### config.mk
export PLATFORM = sky130hd
export DESIGN_NAME = ldst_unit
export DESIGN_NICKNAME = d
export VERILOG_FILES = /design/src/rtl/ldst_pkg.sv /design/src/rtl/ldst_addr_gen.sv /design/src/rtl/ldst_store_lanes.sv /design/src/rtl/ldst_load_extract.sv /design/src/rtl/ldst_unit.sv
export SDC_FILE = /design/constraint.sdc
export NUM_CORES = 1
export LEC_CHECK = 0
export BUFFER_PORTS_ARGS = -buffer_cell sky130_fd_sc_hd__buf_2
export CELL_PAD_IN_SITES_DETAIL_PLACEMENT = 0
export CELL_PAD_IN_SITES_GLOBAL_PLACEMENT = 1
export CORE_MARGIN = 5
export CORE_UTILIZATION = 29
export CTS_CLUSTER_SIZE = 30
export DETAILED_ROUTE_END_ITERATION = 8
export PLACE_DENSITY_LB_ADDON = 0.08
export SYNTH_ARGS = -nofsm -noshare
export SYNTH_HDL_FRONTEND = slang
export SYNTH_SLANG_ARGS = --single-unit
### constraint.sdc
create_clock -name clk -period 17.75 [get_ports clk]
set_input_delay 5.325 -clock clk [delete_from_list [all_inputs] [get_ports clk]]
set_output_delay 5.325 -clock clk [all_outputs]
set_load 0.05 [all_outputs]
### src/rtl/ldst_pkg.sv
package ldst_pkg;

    localparam int unsigned WORD_W     = 32;
    localparam int unsigned LANES      = WORD_W / 8;
    localparam int unsigned LANE_IDX_W = $clog2(LANES);

    // encoded size field as it appears on op_size
    typedef enum logic [1:0] {
        SZ_HALF = 2'b00,
        SZ_WORD = 2'b01,
        SZ_BYTE = 2'b10,
        SZ_RSVD = 2'b11
    } size_e;

    // normalized access width used by the datapath
    typedef enum logic [1:0] {
        ACC_BYTE = 2'd0,
        ACC_HALF = 2'd1,
        ACC_WORD = 2'd2
    } acc_e;

    // context held across the one-cycle load return
    typedef struct packed {
        logic [LANE_IDX_W-1:0] lane;
        acc_e                  acc;
        logic                  zext;
    } ld_ctx_t;

    function automatic acc_e norm_size(input logic [1:0] code, input logic abs_mode);
        acc_e r;
        if (abs_mode) begin
            r = ACC_WORD;
        end else begin
            case (code)
                SZ_BYTE: r = ACC_BYTE;
                SZ_HALF: r = ACC_HALF;
                default: r = ACC_WORD;
            endcase
        end
        return r;
    endfunction

    function automatic logic [WORD_W-1:0] align_addr(input logic [WORD_W-1:0] a, input acc_e acc);
        logic [WORD_W-1:0] r;
        r = a;
        case (acc)
            ACC_HALF: r[0] = 1'b0;
            ACC_WORD: r[LANE_IDX_W-1:0] = '0;
            default:  r = a;
        endcase
        return r;
    endfunction

endpackage

### src/rtl/ldst_addr_gen.sv
module ldst_addr_gen
    import ldst_pkg::*;
#(
    parameter int unsigned OFF_W = 16,
    parameter int unsigned ABS_W = 21
) (
    input  logic [WORD_W-1:0] base,
    input  logic [OFF_W-1:0]  imm,
    input  logic              use_roff,
    input  logic [WORD_W-1:0] roff,
    input  logic              pre,
    input  logic              upd,
    input  logic              abs_mode,
    input  logic [ABS_W-1:0]  abs_addr,
    input  logic [1:0]        size_code,
    output logic [WORD_W-1:0] ea,
    output acc_e              acc,
    output logic              wb_req,
    output logic [WORD_W-1:0] wb_value
);
    localparam int unsigned SEXT_W = WORD_W - OFF_W;
    localparam int unsigned ZEXT_W = WORD_W - ABS_W;

    logic [WORD_W-1:0] offset;
    logic [WORD_W-1:0] sum;
    logic [WORD_W-1:0] abs_ea;
    logic [WORD_W-1:0] raw_ea;

    always_comb begin
        offset   = use_roff ? roff : {{SEXT_W{imm[OFF_W-1]}}, imm};
        sum      = base + offset;
        abs_ea   = {{ZEXT_W{1'b0}}, abs_addr[ABS_W-1:2], 2'b00};
        raw_ea   = abs_mode ? abs_ea : (pre ? sum : base);
        acc      = norm_size(size_code, abs_mode);
        ea       = align_addr(raw_ea, acc);
        wb_req   = upd & ~abs_mode;
        wb_value = sum;
    end

endmodule

### src/rtl/ldst_store_lanes.sv
module ldst_store_lanes
    import ldst_pkg::*;
(
    input  acc_e                  acc,
    input  logic [LANE_IDX_W-1:0] lane,
    input  logic [WORD_W-1:0]     src,
    output logic [LANES-1:0]      be,
    output logic [WORD_W-1:0]     wdata
);
    for (genvar g = 0; g < LANES; g++) begin : g_lane
        localparam logic [LANE_IDX_W-1:0] LIDX = LANE_IDX_W'(g);
        always_comb begin
            case (acc)
                ACC_BYTE: begin
                    be[g]          = (lane == LIDX);
                    wdata[8*g +: 8] = src[7:0];
                end
                ACC_HALF: begin
                    be[g]          = (lane[LANE_IDX_W-1:1] == LIDX[LANE_IDX_W-1:1]);
                    wdata[8*g +: 8] = src[8*(g%2) +: 8];
                end
                default: begin
                    be[g]          = 1'b1;
                    wdata[8*g +: 8] = src[8*g +: 8];
                end
            endcase
        end
    end

endmodule

### src/rtl/ldst_load_extract.sv
module ldst_load_extract
    import ldst_pkg::*;
(
    input  ld_ctx_t           ctx,
    input  logic [WORD_W-1:0] rdata,
    output logic [WORD_W-1:0] result
);
    logic [7:0]  byte_sel;
    logic [15:0] half_sel;

    always_comb begin
        byte_sel = rdata[8*ctx.lane +: 8];
        half_sel = rdata[16*ctx.lane[LANE_IDX_W-1:1] +: 16];
        case (ctx.acc)
            ACC_BYTE: result = {{(WORD_W-8){byte_sel[7] & ~ctx.zext}}, byte_sel};
            ACC_HALF: result = {{(WORD_W-16){half_sel[15] & ~ctx.zext}}, half_sel};
            default:  result = rdata;
        endcase
    end

endmodule

### src/rtl/ldst_unit.sv
module ldst_unit
    import ldst_pkg::*;
#(
    parameter int unsigned OFF_W  = 16,
    parameter int unsigned ABS_W  = 21,
    parameter int unsigned RIDX_W = 5
) (
    input  logic                     clk,
    input  logic                     rst,
    input  logic                     op_valid,
    input  logic                     op_load,
    input  logic                     op_abs,
    input  logic                     op_pre,
    input  logic                     op_upd,
    input  logic [1:0]               op_size,
    input  logic                     op_zext,
    input  logic                     op_reg_off,
    input  logic [WORD_W-1:0]        op_base,
    input  logic [OFF_W-1:0]         op_imm,
    input  logic [WORD_W-1:0]        op_roff,
    input  logic [ABS_W-1:0]         op_absaddr,
    input  logic [WORD_W-1:0]        op_sdata,
    input  logic [RIDX_W-1:0]        op_dst,
    input  logic                     iss_valid,
    input  logic [RIDX_W-1:0]        iss_src_a,
    input  logic [RIDX_W-1:0]        iss_src_b,
    input  logic [WORD_W-1:0]        mem_rdata,
    output logic                     mem_req,
    output logic                     mem_we,
    output logic [WORD_W-LANE_IDX_W-1:0] mem_waddr,
    output logic [LANES-1:0]         mem_be,
    output logic [WORD_W-1:0]        mem_wdata,
    output logic                     wb_base_en,
    output logic [WORD_W-1:0]        wb_base,
    output logic                     ld_valid,
    output logic [RIDX_W-1:0]        ld_idx,
    output logic [WORD_W-1:0]        ld_data,
    output logic                     stall
);
    logic [WORD_W-1:0] ea;
    acc_e              acc;
    logic              wb_req;
    logic [LANES-1:0]  lane_be;
    logic              accept;
    logic              pend_q;
    logic [RIDX_W-1:0] idx_q;
    ld_ctx_t           ctx_q;

    ldst_addr_gen #(.OFF_W(OFF_W), .ABS_W(ABS_W)) u_agen (
        .base      (op_base),
        .imm       (op_imm),
        .use_roff  (op_reg_off),
        .roff      (op_roff),
        .pre       (op_pre),
        .upd       (op_upd),
        .abs_mode  (op_abs),
        .abs_addr  (op_absaddr),
        .size_code (op_size),
        .ea        (ea),
        .acc       (acc),
        .wb_req    (wb_req),
        .wb_value  (wb_base)
    );

    ldst_store_lanes u_lanes (
        .acc   (acc),
        .lane  (ea[LANE_IDX_W-1:0]),
        .src   (op_sdata),
        .be    (lane_be),
        .wdata (mem_wdata)
    );

    ldst_load_extract u_extract (
        .ctx    (ctx_q),
        .rdata  (mem_rdata),
        .result (ld_data)
    );

    always_comb begin
        stall      = pend_q & iss_valid & ((iss_src_a == idx_q) | (iss_src_b == idx_q));
        accept     = op_valid & ~stall;
        mem_req    = accept;
        mem_we     = accept & ~op_load;
        mem_waddr  = ea[WORD_W-1:LANE_IDX_W];
        mem_be     = accept ? lane_be : '0;
        wb_base_en = accept & wb_req;
        ld_valid   = pend_q;
        ld_idx     = idx_q;
    end

    always_ff @(posedge clk) begin
        if (rst) begin
            pend_q <= 1'b0;
            idx_q  <= '0;
            ctx_q  <= '0;
        end else begin
            pend_q <= accept & op_load;
            if (accept & op_load) begin
                idx_q      <= op_dst;
                ctx_q.lane <= ea[LANE_IDX_W-1:0];
                ctx_q.acc  <= acc;
                ctx_q.zext <= op_zext;
            end
        end
    end

endmodule

==> impl_metrics.py <==
metrics = {
    "yosys": {
        "synth_compound_area_share_pct": 27.59,
        "synth.cell_area_sq_um": 4503,
        "synth_top_area_share_pct": 9.780,
        "yosysUniqueCellTypes": 66,
        "yosys.area_share.simple_pct": 21.76,
        "async_reset_ff_share_pct": 0,
        "synth-edff-count": 0,
        "ys_seq_elements": 11,
        "ys_dominant_reg_cell": "dfxtp_1",
        "netlist_instances": 648,
        "ys_seq_area_share_pct": 4.890,
        "syn_avg_cell_area_sq_um": 6.949,
        "synth_area_leaders": "mux2i_1, ha_1, mux2_2",
        "yosys.area.top_type": "mux2i_1",
        "yosysWarnings": 0,
        "synth-adder-area-share_pct": 9.058,
        "synth_top_family_by_area": "compound AO/OA/AOI/OAI gates",
        "synth_mux_area_share_pct": 17.62,
        "syn_nets": 872,
        "synthXorXnorAreaFrac_pct": 7.391,
    },
    "drt": {
        "drc": 0,
        "wl_per_cell_um": 16.99,
        "drt_iter0_markers": 228,
        "dr.pass1.iters": 4,
        "via_per_inst": 5.113,
        "vias": 5583,
        "routed_wl_mm": 18.56,
        "ant_nets": 0,
    },
    "floorplanning": {
        "fp-row-count": 45,
        "initial_core_util_pct": 29.62,
        "dieHeight_um": 134.6,
        "ios": 332,
        "die_w_um": 134.6,
        "die_area_sq_um": 18120,
        "core-area_sq_um": 15200,
    },
    "worst_hold_path": {
        "hold_class": "flip-flop to flip-flop",
        "hold_start": "ctx_q[3]",
    },
    "cts": {
        "cts_made_buffers": 3,
        "clk_pin_slew_ps": 40,
        "htree_levels": 1,
        "clk_path_buf_depth": 2,
        "clock_latency_ps": 230,
        "post_cts_buffers": 0,
        "clock-sinks": 11,
        "ctsRootBufferMaster": "clkbuf_16",
        "postCtsHoldBufs": 0,
        "cts_resized": 0,
        "cts_tree": "yes",
    },
    "setup_path": {
        "required_ps": 12420,
        "worst-path-max-fanout": 33,
        "ff2ff_path_depth": 7,
        "reg2reg_slack_ps": 15630,
        "crit_type": "input port to output pin",
        "arrival_ps": 9350,
        "crit_path_end": "mem_waddr[26]",
        "timing.rr.end": "ctx_q[1]",
        "critPathCaptureType": "output pin",
        "critPathLaunch": "op_reg_off",
        "crit-reg2reg-launch": "ld_idx[1]",
        "start_kind": "input port",
    },
    "global_route": {
        "grt_overflow": 0,
        "grt_pass1_wl_mm": 28.19,
        "antenna_found_initial": 1,
        "grt_pass1_vias": 5455,
        "grt_max_degree": 53,
        "grt_usage_pct": 18.66,
    },
    "pwr": {
        "powerDensity_nw_per_um2": 73.09,
        "power.leakage_nw": 3.291,
        "ir_worst_vdd_v": 0.00003269,
    },
    "timing": {
        "fmax_mhz": 68.16,
        "slew_viol_final": 0,
        "worst_pin_slew_ps": 1310,
        "max-slew-margin-rel_pct": 12.66,
        "rsz0062_at_grt": "no",
        "final.setup_skew_ps": 2.206,
        "setup_viol": 0,
        "hold_viol_final": 0,
        "period_needed_ps": 14670,
        "setup_tns_ps": 0,
        "fin_crit_sh_pct": 82.66,
    },
    "layout": {
        "final_cells": 1092,
        "drive_gt1_share_pct": 41.75,
        "layout_common_cells": "buf_2, nand2_1, nor2_1",
        "final_nets": 1128,
        "syn_to_final_growth_pct": 33.56,
        "fillers": 1666,
        "mostFrequentLayoutCell": "buf_2",
    },
    "run_status": {
        "status": "finished, final reports clean",
    },
    "placed_design": {
        "dpl.hpwl_mm": 15.56,
        "dp_cells": 1087,
        "numPortBuffers": 329,
        "place_congestion": 0.8584,
    },
    "flow_run": {
        "cap_violations": 0,
    },
}
[sequential cells by signal (all words and copies together) (netlist names)]
signal    flops
ctx_q         5
ld_idx        5
ld_valid      1
[area by class of cell]
| type | count | area, sq um | area share [%] |
|---|---|---|---|
| sequential | 11 | 220.2 | 3.661 |
| tap | 188 | 235.2 | 3.911 |
| timing repair buffer | 330 | 1654 | 27.50 |
| antenna | 1 | 2.502 | 0.04161 |
| clock buffer | 4 | 78.83 | 1.311 |
| multi-input combinational | 540 | 3756 | 62.45 |
| inverter | 18 | 67.56 | 1.123 |
[logic make-up after synthesis]
kind of cell | Yosys count
xor gates and xnor gates | 38
AOI/OAI and AO/OA | 183
muxes | 75
adders and majority gates | 32
DFF | 11
and+or+nand+nor | 212
buffers and inverters | 97
[worst min path at each step]
stage,cells after the start,end
floorplan,2,ctx_q[3]
global placement,2,ctx_q[3]
detailed placement,2,ctx_q[3]
CTS,2,ctx_q[3]
global route,2,ctx_q[0]
finish,2,ctx_q[3]
[synth_stat cells, types with 5 or more instances]
cell type,count
nor3_1,12
o21ai_0,32
xnor2_1,22
nor2b_1,8
inv_1,18
nand3_1,14
dfxtp_1,11
a31oi_1,6
and3_1,9
clkbuf_1,28
nand4_1,6
buf_4,41
o21a_1,5
a22o_1,6
xor2_1,16
nor2_1,59
a21o_1,33
mux2i_1,44
a21oi_1,49
mux2_2,30
buf_2,7
a221o_1,12
ha_1,31
nand2_1,79
[worst max-delay path: stages]
cell and delay, ps:
buf_2 580, nand2b_1 660, nand2_1 120, ha_1 480
nand2_1 110, nor2_1 170, and3_1 200, o21ai_1 150
a211oi_2 510, a21boi_1 220, nor4b_1 350, a221o_1 160
buf_2 270
[per-stage QoR]
stage | setup WS, ps | util (%) | hold WS [ps] | area, sq um | power [mW]
6_report | 3079 | 39.56 | 542.4 | 6015 | 0.4396
5_1_grt | 2592 | 39.56 | 585.3 | 6015 | 0.4665
4_1_cts | 2972 | 39.55 | 546.4 | 6012 | 0.4430
3_5_place_dp | 2999 | 39.03 | 537.8 | 5933 | 0.4010
3_3_place_gp | 3089 | 39.03 | 525.7 | 5933 | 0.4000
2_1_floorplan | 3511 | - | 480.4 | 4503 | 0.3213
[power breakdown]
part / switching [mW] / leakage (nW) / internal, mW
clock network: 0.0103 / 0.0382 / 0.0301
registers: 0.00260 / 0.0898 / 0.0259
logic: 0.266 / 3.16 / 0.105
total: 0.279 / 3.29 / 0.161
[routing by layer]
layer  up-vias  wire length [um]  track usage, %
met4         0               271           2.941
li1       2824                 -               -
met3        19               998           1.900
met1      2544              7839           22.98
met2       196              9449           35.50
met5         -                 0               0
Power figures use the tool's default switching activity.
